[src/rtl/fcart_pkg.sv]
package fcart_pkg;

    typedef enum logic [1:0] {
        CAUSE_BUTTON   = 2'd0,
        CAUSE_RD_PROBE = 2'd1,
        CAUSE_WR_PROBE = 2'd2,
        CAUSE_RESET    = 2'd3
    } cause_e;

    // Decoded view of the current bus access, already qualified by acc_valid.
    typedef struct packed {
        logic in_window;  // ROM or RAM window
        logic reg_any;    // ROM offsets 0..7
        logic reg_stat;   // offset 1 or 3, read
        logic reg_low;    // offset 0 or 2, read
        logic ctrl_wr;    // offset 1 or 3, write
        logic ovl_wr;     // offset 6 or 7, write
        logic chip_wr;    // write below chip limit
        logic rd_probe;   // read of read-probe address
        logic wr_probe;   // write of write-probe address
        logic is_rd;
        logic is_wr;
    } acc_dec_t;

    typedef struct packed {
        logic on_read;
        logic on_write;
    } arm_t;

    localparam int unsigned REG_BYTES = 8;
    localparam int unsigned DATA_W    = 8;

    function automatic arm_t arm_from_byte(input logic [DATA_W-1:0] b);
        arm_t a;
        a.on_read  = b[1];
        a.on_write = b[0];
        return a;
    endfunction

    function automatic logic [DATA_W-1:0] status_byte(input logic [DATA_W-1:0] flt,
                                                      input cause_e c);
        return {flt[DATA_W-1:2], c};
    endfunction

endpackage

[src/rtl/fcart_decode.sv]
module fcart_decode
    import fcart_pkg::*;
#(
    parameter int unsigned ADDR_W   = 24,
    parameter int unsigned ROM_BASE = 32'h0040_0000,
    parameter int unsigned ROM_SIZE = 32'h0004_0000,
    parameter int unsigned RAM_BASE = 32'h0044_0000,
    parameter int unsigned RAM_SIZE = 32'h0001_0000,
    parameter int unsigned CHIP_TOP = 32'h0020_0000,
    parameter int unsigned RD_PROBE = 32'h00BF_E001,
    parameter int unsigned WR_PROBE = 32'h00BF_D100
) (
    input  logic              valid,
    input  logic              write,
    input  logic [ADDR_W-1:0] addr,
    output acc_dec_t          dec
);
    localparam logic [ADDR_W-1:0] ROM_B = ADDR_W'(ROM_BASE);
    localparam logic [ADDR_W-1:0] ROM_S = ADDR_W'(ROM_SIZE);
    localparam logic [ADDR_W-1:0] RAM_B = ADDR_W'(RAM_BASE);
    localparam logic [ADDR_W-1:0] RAM_S = ADDR_W'(RAM_SIZE);
    localparam logic [ADDR_W-1:0] CHIP  = ADDR_W'(CHIP_TOP);
    localparam logic [ADDR_W-1:0] RDP   = ADDR_W'(RD_PROBE);
    localparam logic [ADDR_W-1:0] WRP   = ADDR_W'(WR_PROBE);
    localparam logic [ADDR_W-1:0] REGN  = ADDR_W'(REG_BYTES);

    logic [ADDR_W-1:0] rom_off, ram_off;
    logic              in_rom, in_ram, is_reg;
    logic [2:0]        roff;

    always_comb begin
        rom_off = addr - ROM_B;
        ram_off = addr - RAM_B;
        in_rom  = rom_off < ROM_S;
        in_ram  = ram_off < RAM_S;
        is_reg  = in_rom && (rom_off < REGN);
        roff    = rom_off[2:0];

        dec.is_rd     = valid && !write;
        dec.is_wr     = valid && write;
        dec.in_window = valid && (in_rom || in_ram);
        dec.reg_any   = valid && is_reg;
        dec.reg_stat  = dec.is_rd && is_reg && (roff == 3'd1 || roff == 3'd3);
        dec.reg_low   = dec.is_rd && is_reg && (roff == 3'd0 || roff == 3'd2);
        dec.ctrl_wr   = dec.is_wr && is_reg && (roff == 3'd1 || roff == 3'd3);
        dec.ovl_wr    = dec.is_wr && is_reg && (roff == 3'd6 || roff == 3'd7);
        dec.chip_wr   = dec.is_wr && (addr < CHIP);
        dec.rd_probe  = dec.is_rd && (addr == RDP);
        dec.wr_probe  = dec.is_wr && (addr == WRP);
    end

endmodule

[src/rtl/fcart_trigger.sv]
module fcart_trigger
    import fcart_pkg::*;
#(
    parameter int unsigned BTN_SYNC = 2
) (
    input  logic              clk,
    input  logic              rst,
    input  acc_dec_t          dec,
    input  logic [DATA_W-1:0] wdata,
    input  logic              btn_async,
    output cause_e            cause,
    output logic              visible,
    output logic              busy,
    output logic              overlay,
    output logic              nmi
);
    // Button synchroniser, depth chosen by parameter.
    logic [BTN_SYNC-1:0] sync_q;
    logic                btn_prev_q;
    logic                btn_edge;

    genvar g;
    generate
        for (g = 0; g < BTN_SYNC; g++) begin : g_sync
            if (g == 0) begin : g_first
                always_ff @(posedge clk) begin
                    if (rst) sync_q[0] <= 1'b0;
                    else     sync_q[0] <= btn_async;
                end
            end else begin : g_next
                always_ff @(posedge clk) begin
                    if (rst) sync_q[g] <= 1'b0;
                    else     sync_q[g] <= sync_q[g-1];
                end
            end
        end
    endgenerate

    assign btn_edge = sync_q[BTN_SYNC-1] && !btn_prev_q;

    arm_t   arm_q;
    cause_e cause_q;
    logic   hidden_q, busy_q, wait_chip_q, ovl_q, nmi_q;

    logic   ctrl_hit, ovl_hit, fire;
    cause_e fire_cause;

    always_comb begin
        ctrl_hit   = dec.ctrl_wr && !hidden_q;
        ovl_hit    = dec.ovl_wr && !hidden_q;
        fire       = 1'b0;
        fire_cause = CAUSE_RESET;
        if (wait_chip_q) begin
            fire = dec.chip_wr;
        end else if (!busy_q && !ctrl_hit) begin
            if (btn_edge) begin
                fire       = 1'b1;
                fire_cause = CAUSE_BUTTON;
            end else if (dec.rd_probe && arm_q.on_read) begin
                fire       = 1'b1;
                fire_cause = CAUSE_RD_PROBE;
            end else if (dec.wr_probe && arm_q.on_write) begin
                fire       = 1'b1;
                fire_cause = CAUSE_WR_PROBE;
            end
        end
    end

    always_ff @(posedge clk) begin
        if (rst) begin
            arm_q       <= '0;
            cause_q     <= CAUSE_RESET;
            hidden_q    <= 1'b1;
            busy_q      <= 1'b0;
            wait_chip_q <= 1'b1;
            ovl_q       <= 1'b0;
            nmi_q       <= 1'b0;
            btn_prev_q  <= 1'b0;
        end else begin
            btn_prev_q <= sync_q[BTN_SYNC-1];
            nmi_q      <= fire;
            if (ctrl_hit) begin
                arm_q    <= arm_from_byte(wdata);
                cause_q  <= CAUSE_BUTTON;
                hidden_q <= 1'b1;
                busy_q   <= 1'b0;
            end
            if (ovl_hit) ovl_q <= 1'b0;
            if (fire) begin
                cause_q     <= fire_cause;
                hidden_q    <= 1'b0;
                busy_q      <= 1'b1;
                wait_chip_q <= 1'b0;
                ovl_q       <= 1'b1;
            end
        end
    end

    assign cause   = cause_q;
    assign visible = !hidden_q;
    assign busy    = busy_q;
    assign overlay = ovl_q;
    assign nmi     = nmi_q;

endmodule

[src/rtl/fcart_rdmux.sv]
module fcart_rdmux
    import fcart_pkg::*;
(
    input  acc_dec_t          dec,
    input  logic              visible,
    input  cause_e            cause,
    input  logic [DATA_W-1:0] bus_float,
    input  logic [DATA_W-1:0] win_rdata,
    output logic [DATA_W-1:0] rd_data,
    output logic              win_rd_en,
    output logic              win_wr_en
);
    logic mapped;

    always_comb begin
        mapped    = dec.in_window && visible;
        win_rd_en = mapped && dec.is_rd && !dec.reg_stat && !dec.reg_low;
        win_wr_en = mapped && dec.is_wr && !dec.reg_any;
        if (!mapped)           rd_data = bus_float;
        else if (dec.reg_stat) rd_data = status_byte(bus_float, cause);
        else if (dec.reg_low)  rd_data = bus_float;
        else                   rd_data = win_rdata;
    end

endmodule

[src/rtl/fcart_freeze_ctrl.sv]
module fcart_freeze_ctrl
    import fcart_pkg::*;
#(
    parameter int unsigned ADDR_W   = 24,
    parameter int unsigned ROM_BASE = 32'h0040_0000,
    parameter int unsigned ROM_SIZE = 32'h0004_0000,
    parameter int unsigned RAM_BASE = 32'h0044_0000,
    parameter int unsigned RAM_SIZE = 32'h0001_0000,
    parameter int unsigned CHIP_TOP = 32'h0020_0000,
    parameter int unsigned RD_PROBE = 32'h00BF_E001,
    parameter int unsigned WR_PROBE = 32'h00BF_D100,
    parameter int unsigned BTN_SYNC = 2
) (
    input  logic              clk,
    input  logic              rst,
    input  logic              acc_valid,
    input  logic              acc_write,
    input  logic [ADDR_W-1:0] acc_addr,
    input  logic [7:0]        acc_wdata,
    input  logic [7:0]        bus_float,
    input  logic [7:0]        win_rdata,
    input  logic              freeze_btn,
    output logic [7:0]        rd_data,
    output logic              win_rd_en,
    output logic              win_wr_en,
    output logic              nmi_req,
    output logic              cart_visible,
    output logic              overlay_on
);
    acc_dec_t dec;
    cause_e   cause;
    logic     busy;

    fcart_decode #(
        .ADDR_W  (ADDR_W),
        .ROM_BASE(ROM_BASE),
        .ROM_SIZE(ROM_SIZE),
        .RAM_BASE(RAM_BASE),
        .RAM_SIZE(RAM_SIZE),
        .CHIP_TOP(CHIP_TOP),
        .RD_PROBE(RD_PROBE),
        .WR_PROBE(WR_PROBE)
    ) u_decode (
        .valid(acc_valid),
        .write(acc_write),
        .addr (acc_addr),
        .dec  (dec)
    );

    fcart_trigger #(
        .BTN_SYNC(BTN_SYNC)
    ) u_trig (
        .clk      (clk),
        .rst      (rst),
        .dec      (dec),
        .wdata    (acc_wdata),
        .btn_async(freeze_btn),
        .cause    (cause),
        .visible  (cart_visible),
        .busy     (busy),
        .overlay  (overlay_on),
        .nmi      (nmi_req)
    );

    fcart_rdmux u_rdmux (
        .dec      (dec),
        .visible  (cart_visible),
        .cause    (cause),
        .bus_float(bus_float),
        .win_rdata(win_rdata),
        .rd_data  (rd_data),
        .win_rd_en(win_rd_en),
        .win_wr_en(win_wr_en)
    );

endmodule

[config.mk]
export PLATFORM = sky130hd
export DESIGN_NAME = fcart_freeze_ctrl
export DESIGN_NICKNAME = d
export VERILOG_FILES = /design/src/rtl/fcart_pkg.sv /design/src/rtl/fcart_decode.sv /design/src/rtl/fcart_trigger.sv /design/src/rtl/fcart_rdmux.sv /design/src/rtl/fcart_freeze_ctrl.sv
export SDC_FILE = /design/constraint.sdc
export NUM_CORES = 1
export LEC_CHECK = 0
export BUFFER_PORTS_ARGS = -buffer_cell sky130_fd_sc_hd__buf_2
export CELL_PAD_IN_SITES_DETAIL_PLACEMENT = 0
export CELL_PAD_IN_SITES_GLOBAL_PLACEMENT = 1
export CORE_MARGIN = 5
export CORE_UTILIZATION = 29
export DETAILED_ROUTE_END_ITERATION = 16
export GPL_ROUTABILITY_DRIVEN = 0
export PLACE_DENSITY_LB_ADDON = 0.1
export SETUP_SLACK_MARGIN = 0.15
export SYNTH_ARGS = -nofsm -noshare
export SYNTH_HDL_FRONTEND = slang
export SYNTH_SLANG_ARGS = --single-unit
export TNS_END_PERCENT = 1
[constraint.sdc]
create_clock -name clk -period 3.6 [get_ports clk]
set_input_delay 0.72 -clock clk [delete_from_list [all_inputs] [get_ports clk]]
set_output_delay 0.72 -clock clk [all_outputs]
set_load 0.05 [all_outputs]
==> results of run 1 <==
==> cell usage after synthesis (4+ instances only) <==
| library cell | n |
|---|---|
| nand4_1 | 4 |
| nor3_1 | 8 |
| mux2_2 | 5 |
| a31oi_1 | 4 |
| dfxtp_1 | 12 |
| mux2i_1 | 4 |
| nand2_1 | 8 |
| inv_1 | 4 |
| nor4_1 | 4 |
| nor2_1 | 9 |
| nor2b_1 | 4 |
==> cell type report <==
cell class | count | area (um^2)
clock buffer | 4 | 36.28
fill | 347 | 1757
inverter | 4 | 15.01
multi-input combinational | 95 | 654.4
sequential | 12 | 240.2
tap | 44 | 55.05
timing repair buffer | 59 | 295.3
==> power by group through the flow <==
stage          combinational [mW]  sequential [mW]  clock [mW]
2_1_floorplan              0.0397            0.141           0
3_3_place_gp               0.0807            0.140           0
3_5_place_dp               0.0819            0.140           0
4_1_cts                    0.0825            0.137       0.110
5_1_grt                    0.0897            0.137       0.119
6_report                   0.0820            0.137       0.104
==> kinds of logic (layout without fill, tap and decap cells) <==
logic type / Yosys count / count (layout) / share of synthesized area
simple gates: 63 / 63 / 0.4155
compound gates: 22 / 22 / 0.1798
flops: 12 / 12 / 0.2616
mux: 10 / 10 / 0.1172
buf+inv: 6 / 67 / 0.02587
==> through the flow <==
step | hold WS (ns) | instances | power [mW] | area [um^2] | worst slack, ns
2_1_floorplan | 0.4138 | 113 | 0.1806 | 918.4 | 0.2094
3_3_place_gp | 0.4268 | 214 | 0.2203 | 1260 | 0.2955
3_5_place_dp | 0.4338 | 214 | 0.2215 | 1260 | 0.2928
4_1_cts | 0.4537 | 218 | 0.3291 | 1296 | 0.2964
5_1_grt | 0.4746 | 218 | 0.3456 | 1296 | 0.1738
6_report | 0.4465 | 218 | 0.3224 | 1296 | 0.2948
==> routing by layer <==
layer | global-route usage | share of wire | vias up
met2 | 0.2454 | 0.44 | 52
li1 | - | - | 552
met4 | 0.04569 | 0.0089 | 0
met5 | 0 | 0 | -
met3 | 0.03061 | 0.11 | 4
met1 | 0.1787 | 0.44 | 495
==> worst reg2reg max path: stages, from the launching register on <==
cell and delay (ns):
dfxtp_1 0.33, or4_4 0.55, nor3_4 0.29, and3b_2 0.27, a211oi_1 0.05
==> state kept, by name (all words and copies together) (netlist names) <==
signal              cells
u_trig.nmi              1
u_trig.arm_q            2
u_trig.busy             1
u_trig.wait_chip_q      1
u_trig.hidden_q         1
u_trig.cause            2
u_trig.overlay          1
u_trig.sync_q           2
u_trig.btn_prev_q       1
==> worst min path at each step <==
stage / from / to / slack (ns) / cells after the start
after floorplan: u_trig.sync_q[0] / u_trig.sync_q[1] / 0.41 / 1
final: u_trig.sync_q[0] / u_trig.sync_q[1] / 0.45 / 1
after detailed placement: u_trig.sync_q[0] / u_trig.sync_q[1] / 0.43 / 1
after CTS: u_trig.sync_q[0] / u_trig.sync_q[1] / 0.45 / 1
after global routing: u_trig.sync_q[0] / u_trig.sync_q[1] / 0.47 / 1
after global placement: u_trig.sync_q[0] / u_trig.sync_q[1] / 0.43 / 1
==> impl_metrics.env, run 1 <==
export IMPL_layout_commonest_cell="buf_2"
export IMPL_core_area_um2=3053
export IMPL_pwr_share_seq=0.423
export IMPL_power_frac_comb=0.254
export IMPL_cts_root_buf="clkbuf_4"
export IMPL_grt_max_degree=14
export IMPL_power_density_nw_per_um2=248.8
export IMPL_power_switching_mw=0.09245
export IMPL_cts_tree="yes"
export IMPL_cp_common_cell="buf_2"
export IMPL_drt_first_pass_iters=4
export IMPL_routed_wl_um=3040
export IMPL_die_area_um2=4392
export IMPL_syn_area_um2=918.4
export IMPL_p_clk_frac=0.322
export IMPL_ys_seq_area_frac=0.2616
export IMPL_startpoint_type="primary input"
export IMPL_ios=66
export IMPL_start_util=0.3008
export IMPL_critical_path_endpoint="rd_data[4]"
export IMPL_maxSlewHeadroom=0.5182
export IMPL_swShare=0.2867
export IMPL_max_freq_mhz=302.6
export IMPL_dr_total_vias=1103
export IMPL_synth_nets=166
export IMPL_setup_viol=0
export IMPL_syn_inst=113
export IMPL_hold_buffers=0
export IMPL_r2r_end="u_trig.cause[0]"
export IMPL_maxSlewViolCount=0
export IMPL_synth_top_area_share=0.2616
export IMPL_antenna_found_initial=0
export IMPL_max_stage_delay_ns=0.55
export IMPL_postRouteAntennaNets=0
export IMPL_fin_crit_ns=3.305
export IMPL_die_w_um=66.28
export IMPL_clk_pin_slew_ns=0.07
export IMPL_cts_buffer_depth=2
export IMPL_grt_pass1_vias=1145
export IMPL_dpl_hpwl_um=2581
export IMPL_post_route_drc_count=0
export IMPL_rows=20
export IMPL_crit_start="acc_addr[21]"
export IMPL_worstPathRequired_ns=2.88
export IMPL_n_antenna_cell=0
export IMPL_skew_ns=0.0005983
export IMPL_synth_edf_count=0
export IMPL_avgSynthCellArea_um2=8.127
export IMPL_ys_async_sr_fraction=0
export IMPL_drive_gt1_frac=0.4425
export IMPL_place_port_buffers=59
export IMPL_synthTopCellsByArea="dfxtp_1 (26%), mux2_2 (6.1%), mux2i_1 (4.4%)"
export IMPL_worst_slew_pin_slew_ns=0.7161
export IMPL_r2r_cells=4
export IMPL_avgRoutedWirePerCell_um=13.94
export IMPL_tns_ns=0
export IMPL_timing_hold_violations_final=0
export IMPL_fin_crit_sh=0.9181
export IMPL_crit_cells=7
export IMPL_ys_seq_elements=12
export IMPL_p_int_mw=0.2300
export IMPL_numClockSinks=12
export IMPL_critPathTopFamily="simple AND/OR/NAND/NOR gates"
export IMPL_hold_path_class="reg2reg"
export IMPL_yosys_area_top_type="dfxtp_1"
export IMPL_maxCapViolations=0
export IMPL_r2r_start="u_trig.hidden_q"
export IMPL_post_drt_via_cell_ratio=5.060
export IMPL_cp_slowest_cell="or4b_4"
export IMPL_cp_arrival_ns=2.59
export IMPL_rsz0062_at_grt="no"
export IMPL_utilization=0.4246
export IMPL_layout_common_cells="buf_2 (59), dfxtp_1 (12), nor2_1 (9)"
export IMPL_critPathMaxFanout=6
export IMPL_ctsResizeCount=0
export IMPL_path_cells="buf_2 > or4b_4 > nor3_1 > nand4_1 > nand2_2 > mux2_2 > buf_2"
export IMPL_p_leak_nw=0.6202
export IMPL_dieHeight_um=66.28
export IMPL_h_tree_depth=1
export IMPL_critPathBufInv=2
export IMPL_overflow=0
export IMPL_synth_ff_type="dfxtp_1"
export IMPL_finalNetCount=228
export IMPL_syn_to_final_growth_pct=41.14
export IMPL_yosysUniqueCellTypes=42
export IMPL_cp_end_kind="output pin"
export IMPL_cts_buffers=3
export IMPL_clkLatencyLatePin_ns=0.27
export IMPL_r2r_slack_ns=1.98
export IMPL_ir_worst_vdd_uv=161.5
export IMPL_postCtsSetupRepairBufs=0
export IMPL_grt_pass1_wl_um=5023
export IMPL_drt_initial_drc_count=52
export IMPL_status="finished, final reports clean"
export IMPL_crit_type="in2out"
export IMPL_grtUsageTotal=0.1441
export IMPL_ys_warn_count=0
(Power assumes the default switching activity.)
==> inputs of run 2 (changes only) <==
- ABC_AREA: not set -> 1
==> impl_metrics.env, run 2 <==
export IMPL_status="finished, final reports clean"
export IMPL_ir_worst_vdd_uv=223.4
export IMPL_dieHeight_um=70.02
export IMPL_dr_total_vias=1224
export IMPL_hold_buffers=0
export IMPL_synth_top_area_share=0.2299
export IMPL_fin_crit_sh=0.7900
export IMPL_placed_area_um2=1398
export IMPL_ys_warn_count=0
export IMPL_ys_async_sr_fraction=0
export IMPL_cts_buffer_depth=2
export IMPL_cp_end_kind="output pin"
export IMPL_avgRoutedWirePerCell_um=9.947
export IMPL_syn_to_final_growth_pct=37.25
export IMPL_synth_top_family_by_area="simple AND/OR/NAND/NOR gates"
export IMPL_startpoint_type="primary input"
export IMPL_maxCapViolations=0
export IMPL_drt_first_pass_iters=4
export IMPL_finalNetCount=289
export IMPL_clk_pin_slew_ns=0.07
export IMPL_cts_buffers=3
export IMPL_cts_root_buf="clkbuf_4"
export IMPL_clkLatencyLatePin_ns=0.27
export IMPL_yosys_area_top_type="dfxtp_1"
export IMPL_timing_hold_violations_final=0
export IMPL_rsz0062_at_grt="no"
export IMPL_grt_pass1_wl_um=5016
export IMPL_ys_seq_area_frac=0.2299
export IMPL_start_util=0.3059
export IMPL_layout_common_cells="buf_2 (59), nand2_1 (46), nor2_1 (35)"
export IMPL_overflow=0
export IMPL_maxSlewViolCount=0
export IMPL_skew_ns=0.001535
export IMPL_utilization=0.4198
export IMPL_postRouteAntennaNets=0
export IMPL_post_route_drc_count=0
export IMPL_synthTopCellsByArea="dfxtp_1 (23%), nand2_1 (17%), nor2_1 (13%)"
export IMPL_synth_nets=225
export IMPL_power_density_nw_per_um2=231.0
export IMPL_syn_inst=172
export IMPL_setup_viol=0
export IMPL_drive_gt1_frac=0.3872
export IMPL_n_antenna_cell=0
export IMPL_maxSlewHeadroom=0.7055
export IMPL_drt_initial_drc_count=41
export IMPL_numClockSinks=12
export IMPL_fin_crit_ns=2.844
export IMPL_syn_area_um2=1045
export IMPL_yosys_mux_area_fraction=0
export IMPL_yosysMostFrequentCell="nand2_1"
export IMPL_cp_arrival_ns=2.12
export IMPL_dpl_hpwl_um=2532
export IMPL_yosys_top_cells_count="nand2_1 (46), nor2_1 (35), inv_1 (20)"
export IMPL_layout_commonest_cell="buf_2"
export IMPL_cts_tree="yes"
export IMPL_tns_ns=0
export IMPL_synthSimpleGateAreaFrac=0.6467
export IMPL_antenna_found_initial=0
export IMPL_p_leak_nw=0.8406
export IMPL_hold_path_class="reg2reg"
export IMPL_grtUsageTotal=0.1214
export IMPL_post_drt_via_cell_ratio=4.356
export IMPL_place_port_buffers=59
export IMPL_nFillCells=399
export IMPL_synth_compound_area_frac=0.02156
export IMPL_routed_wl_um=2795
export IMPL_ios=66
export IMPL_critPathMaxFanout=4
export IMPL_ctsResizeCount=0
export IMPL_rows=21
export IMPL_synth_ff_type="dfxtp_1"
export IMPL_ys_seq_elements=12
export IMPL_die_w_um=70.02
export IMPL_postCtsSetupRepairBufs=0
export IMPL_worstPathRequired_ns=2.88
export IMPL_avgSynthCellArea_um2=6.074
export IMPL_grt_max_degree=11
export IMPL_h_tree_depth=1
export IMPL_yosysUniqueCellTypes=23
export IMPL_fin_area_um2=1434
export IMPL_crit_type="in2out"
export IMPL_synth_fa_ha_area_frac=0
export IMPL_synthXorXnorAreaFrac=0
export IMPL_max_freq_mhz=351.6
export IMPL_grt_pass1_vias=1221
export IMPL_core_area_um2=3416
export IMPL_die_area_um2=4903
export IMPL_synth_edf_count=0
export IMPL_worst_slew_pin_slew_ns=0.4378
-- run 2: changes by cell type after synthesis, moves of 4 or more --
cell / previous run / this run
nor2b_1: 4 / 0
nand3_1: 2 / 15
nor3_1: 8 / 2
mux2_2: 5 / 0
mux2i_1: 4 / 0
a31oi_1: 4 / 0
nor2_2: 1 / 9
inv_1: 4 / 20
nor2_1: 9 / 35
nand2_1: 8 / 46
-- run 2: path summary, 6_finish.rpt --
kind               startpoint  cells past startpoint  slack, ns          endpoint
max              acc_addr[11]                     13       0.76        rd_data[0]
min          u_trig.sync_q[0]                      2       0.41  u_trig.sync_q[1]
max reg2reg   u_trig.arm_q[0]                      9       2.42   u_trig.hidden_q
min reg2reg  u_trig.sync_q[0]                      2       0.41  u_trig.sync_q[1]
-- run 2: area by class of cell --
| cell class | count | area, um^2 | area share |
|---|---|---|---|
| Multi-Input combinational cell | 133 | 698.2 | 0.4869 |
| Inverter | 27 | 106.4 | 0.07417 |
| Clock buffer | 4 | 36.28 | 0.02531 |
| Sequential cell | 12 | 240.2 | 0.1675 |
| Tap cell | 46 | 57.56 | 0.04014 |
| Timing Repair Buffer | 59 | 295.3 | 0.2059 |
-- run 2: per-stage QoR --
| stage | cells | power [mW] | hold WS (ns) | setup slack [ns] |
|---|---|---|---|---|
| after CTS | 281 | 0.3377 | 0.4104 | 0.7429 |
| after global routing | 281 | 0.3569 | 0.4316 | 0.6299 |
| after global placement | 277 | 0.2295 | 0.3898 | 0.7602 |
| final | 281 | 0.3312 | 0.4074 | 0.7560 |
| after floorplan | 172 | 0.1894 | 0.3883 | 0.6100 |
| after detailed placement | 277 | 0.2314 | 0.3994 | 0.7462 |
-- run 2: kinds of logic (layout without fill, tap and decap cells) --
logic type             count (synthesis)  in the layout
and+or+nand+nor                      129            129
buffers and inverters                 27             90
DFF                                   12             12
AOI/OAI and AO/OA                      4              4
-- run 2: worst max-delay path, stage by stage --
cell	delay, ns
buf_2	0.10
nor2_1	0.10
nand2_1	0.11
nor2_2	0.14
nand2_2	0.10
nor2_8	0.14
nand2_4	0.08
nor2_8	0.14
nand2_2	0.05
nand2_1	0.08
nand2_1	0.06
nand3_1	0.06
buf_2	0.26
-- run 2: per-layer routing --
layer	vias to the layer above	part of all wire	track usage	wire, um
met1	519	0.47	0.1474	1305
met5	-	0	0	0
met3	0	0.096	0.05022	269
met2	44	0.44	0.2036	1220
met4	0	0	0.01915	0
li1	661	-	-	-
-- run 2: report_power, final --
part           total (mW)  switching (mW)  internal [mW]  leakage [nW]
sequential          0.137         0.00136          0.136        0.0976
combinational      0.0904          0.0572         0.0332         0.722
clock               0.104          0.0422         0.0614        0.0210
total               0.331           0.101          0.230         0.841
==> inputs of run 3 (changes only) <==
- CORE_UTILIZATION: 29 -> 27
- clock period: 3.6 -> 2.7 ns (I/O delays scaled with it)
==> impl_metrics.env, run 3 (synthesis results as in run 2) <==
export IMPL_r2r_cells=9
export IMPL_min_to="u_trig.sync_q[1]"
export IMPL_grt_pass1_wl_um=4974
export IMPL_post_drt_via_cell_ratio=4.325
export IMPL_clkLatencyLatePin_ns=0.24
export IMPL_startpoint_type="primary input"
export IMPL_critPathBufInv=3
export IMPL_cp_end_kind="output pin"
export IMPL_hold_buffers=0
export IMPL_dr_total_vias=1224
export IMPL_timing_hold_violations_final=0
export IMPL_postCtsSetupRepairBufs=0
export IMPL_skew_ns=0.005259
export IMPL_p_leak_nw=0.8561
export IMPL_worstHoldStart="u_trig.sync_q[0]"
export IMPL_postRouteAntennaNets=0
export IMPL_drt_initial_drc_count=49
export IMPL_maxSlewViolCount=0
export IMPL_grtUsageTotal=0.1149
export IMPL_nFillCells=445
export IMPL_crit_type="in2out"
export IMPL_drt_first_pass_iters=4
export IMPL_die_w_um=72.21
export IMPL_min_path_cells=2
export IMPL_dp_cells=279
export IMPL_overflow=0
export IMPL_worst_slew_pin_slew_ns=0.6213
export IMPL_routed_wl_um=2971
export IMPL_cp_slowest_cell="clkbuf_4"
export IMPL_max_freq_mhz=408.6
export IMPL_pre_cts_ws_ns=0.1959
export IMPL_ir_worst_vdd_uv=300.8
export IMPL_timing_hold_ws_ns=0.4050
export IMPL_post_route_drc_count=0
export IMPL_utilization=0.3993
export IMPL_syn_to_final_growth_pct=42.04
export IMPL_numClockSinks=12
export IMPL_place_port_buffers=59
export IMPL_power_density_nw_per_um2=338.2
export IMPL_start_util=0.2811
export IMPL_worstPathRequired_ns=2.16
export IMPL_rows=22
export IMPL_rsz0062_at_grt="yes"
export IMPL_avgRoutedWirePerCell_um=10.50
export IMPL_antenna_found_initial=0
export IMPL_hold_path_class="reg2reg"
export IMPL_post_route_worst_setup_slack_ns=0.2527
export IMPL_cts_tree="yes"
export IMPL_crit_cells=13
export IMPL_cts_root_buf="clkbuf_8"
export IMPL_power_mw=0.5019
export IMPL_fin_area_um2=1484
export IMPL_n_antenna_cell=0
export IMPL_critPathMaxFanout=10
export IMPL_seqCellArea_um2=240.2
export IMPL_fin_crit_ns=2.447
export IMPL_multi_input_area_um2=703.2
export IMPL_dieHeight_um=72.21
export IMPL_drive_gt1_frac=0.3915
export IMPL_tns_ns=0
export IMPL_clk_pin_slew_ns=0.05
export IMPL_r2r_start="u_trig.arm_q[0]"
export IMPL_grt_max_degree=11
export IMPL_layout_commonest_cell="buf_2"
export IMPL_path_cells="buf_2 > nor2_1 > nand2_1 > nor2_2 > nand2_2 > nor2_8 > nand2_4 > nor2_8 > nor2_8 > clkinv_4 > nor2_2 > nor2_2 > clkbuf_4"
export IMPL_finalNetCount=289
export IMPL_maxCapViolations=0
export IMPL_crit_start="acc_addr[11]"
export IMPL_layout_common_cells="buf_2 (51), nand2_1 (46), nor2_1 (35)"
export IMPL_h_tree_depth=1
export IMPL_fin_crit_sh=0.9064
export IMPL_cts_buffer_depth=2
export IMPL_r2r_end="u_trig.hidden_q"
export IMPL_ios=66
export IMPL_placed_area_um2=1405
export IMPL_cts_buffers=3
export IMPL_final_cells=283
export IMPL_dpl_hpwl_um=2580
export IMPL_maxSlewHeadroom=0.5820
export IMPL_cp_arrival_ns=1.91
export IMPL_max_stage_delay_ns=0.22
export IMPL_critPathTopFamily="simple AND/OR/NAND/NOR gates"
export IMPL_grt_pass1_vias=1199
export IMPL_setup_viol=0
export IMPL_r2r_slack_ns=1.51
export IMPL_status="finished, final reports clean"
export IMPL_core_area_um2=3716
export IMPL_die_area_um2=5214
## run 3: routing by layer
metal	track usage	vias up	part of all wire
met5	0	-	0
met4	0.02505	0	0.0064
met3	0.01801	4	0.067
met2	0.2164	32	0.52
met1	0.1349	521	0.41
li1	-	667	-
## run 3: worst register-to-register path, stage by stage, from the launching register on
cell and delay [ns]:
dfxtp_1 0.33, nand2_1 0.06, nor2_1 0.09, nand2_1 0.05, nor2_1 0.08, nand2_1 0.09, nand3_2 0.10, nand3_4 0.10
o211ai_1 0.11, nand2_1 0.07
## run 3: where the power goes
part | internal (mW) | total, mW | switching [mW]
registers | 0.182 | 0.184 | 0.00194
logic | 0.0482 | 0.125 | 0.0768
clock network | 0.129 | 0.193 | 0.0647
## run 3: final cells by class
class / count / share of cell area
timing repair buffer: 59 / 0.2150
multi-input combinational: 133 / 0.4739
sequential: 12 / 0.1619
tap: 48 / 0.04047
inverter: 27 / 0.07167
clock buffer: 4 / 0.03710
## run 3: repair_timing
action / 4_1_cts / 5_1_grt
resized for setup: 0 / 13
endpoints found under the setup margin: 0 / 8
hold endpoints to repair: 0 / 0
## run 3: how the worst max path moves through the flow
stage,to,slack [ns]
detailed placement,rd_data[1],0.20
CTS,rd_data[0],0.20
finish,rd_data[5],0.25
global route,rd_data[2],0.13
floorplan,rd_data[5],0.34
global placement,rd_data[6],0.21
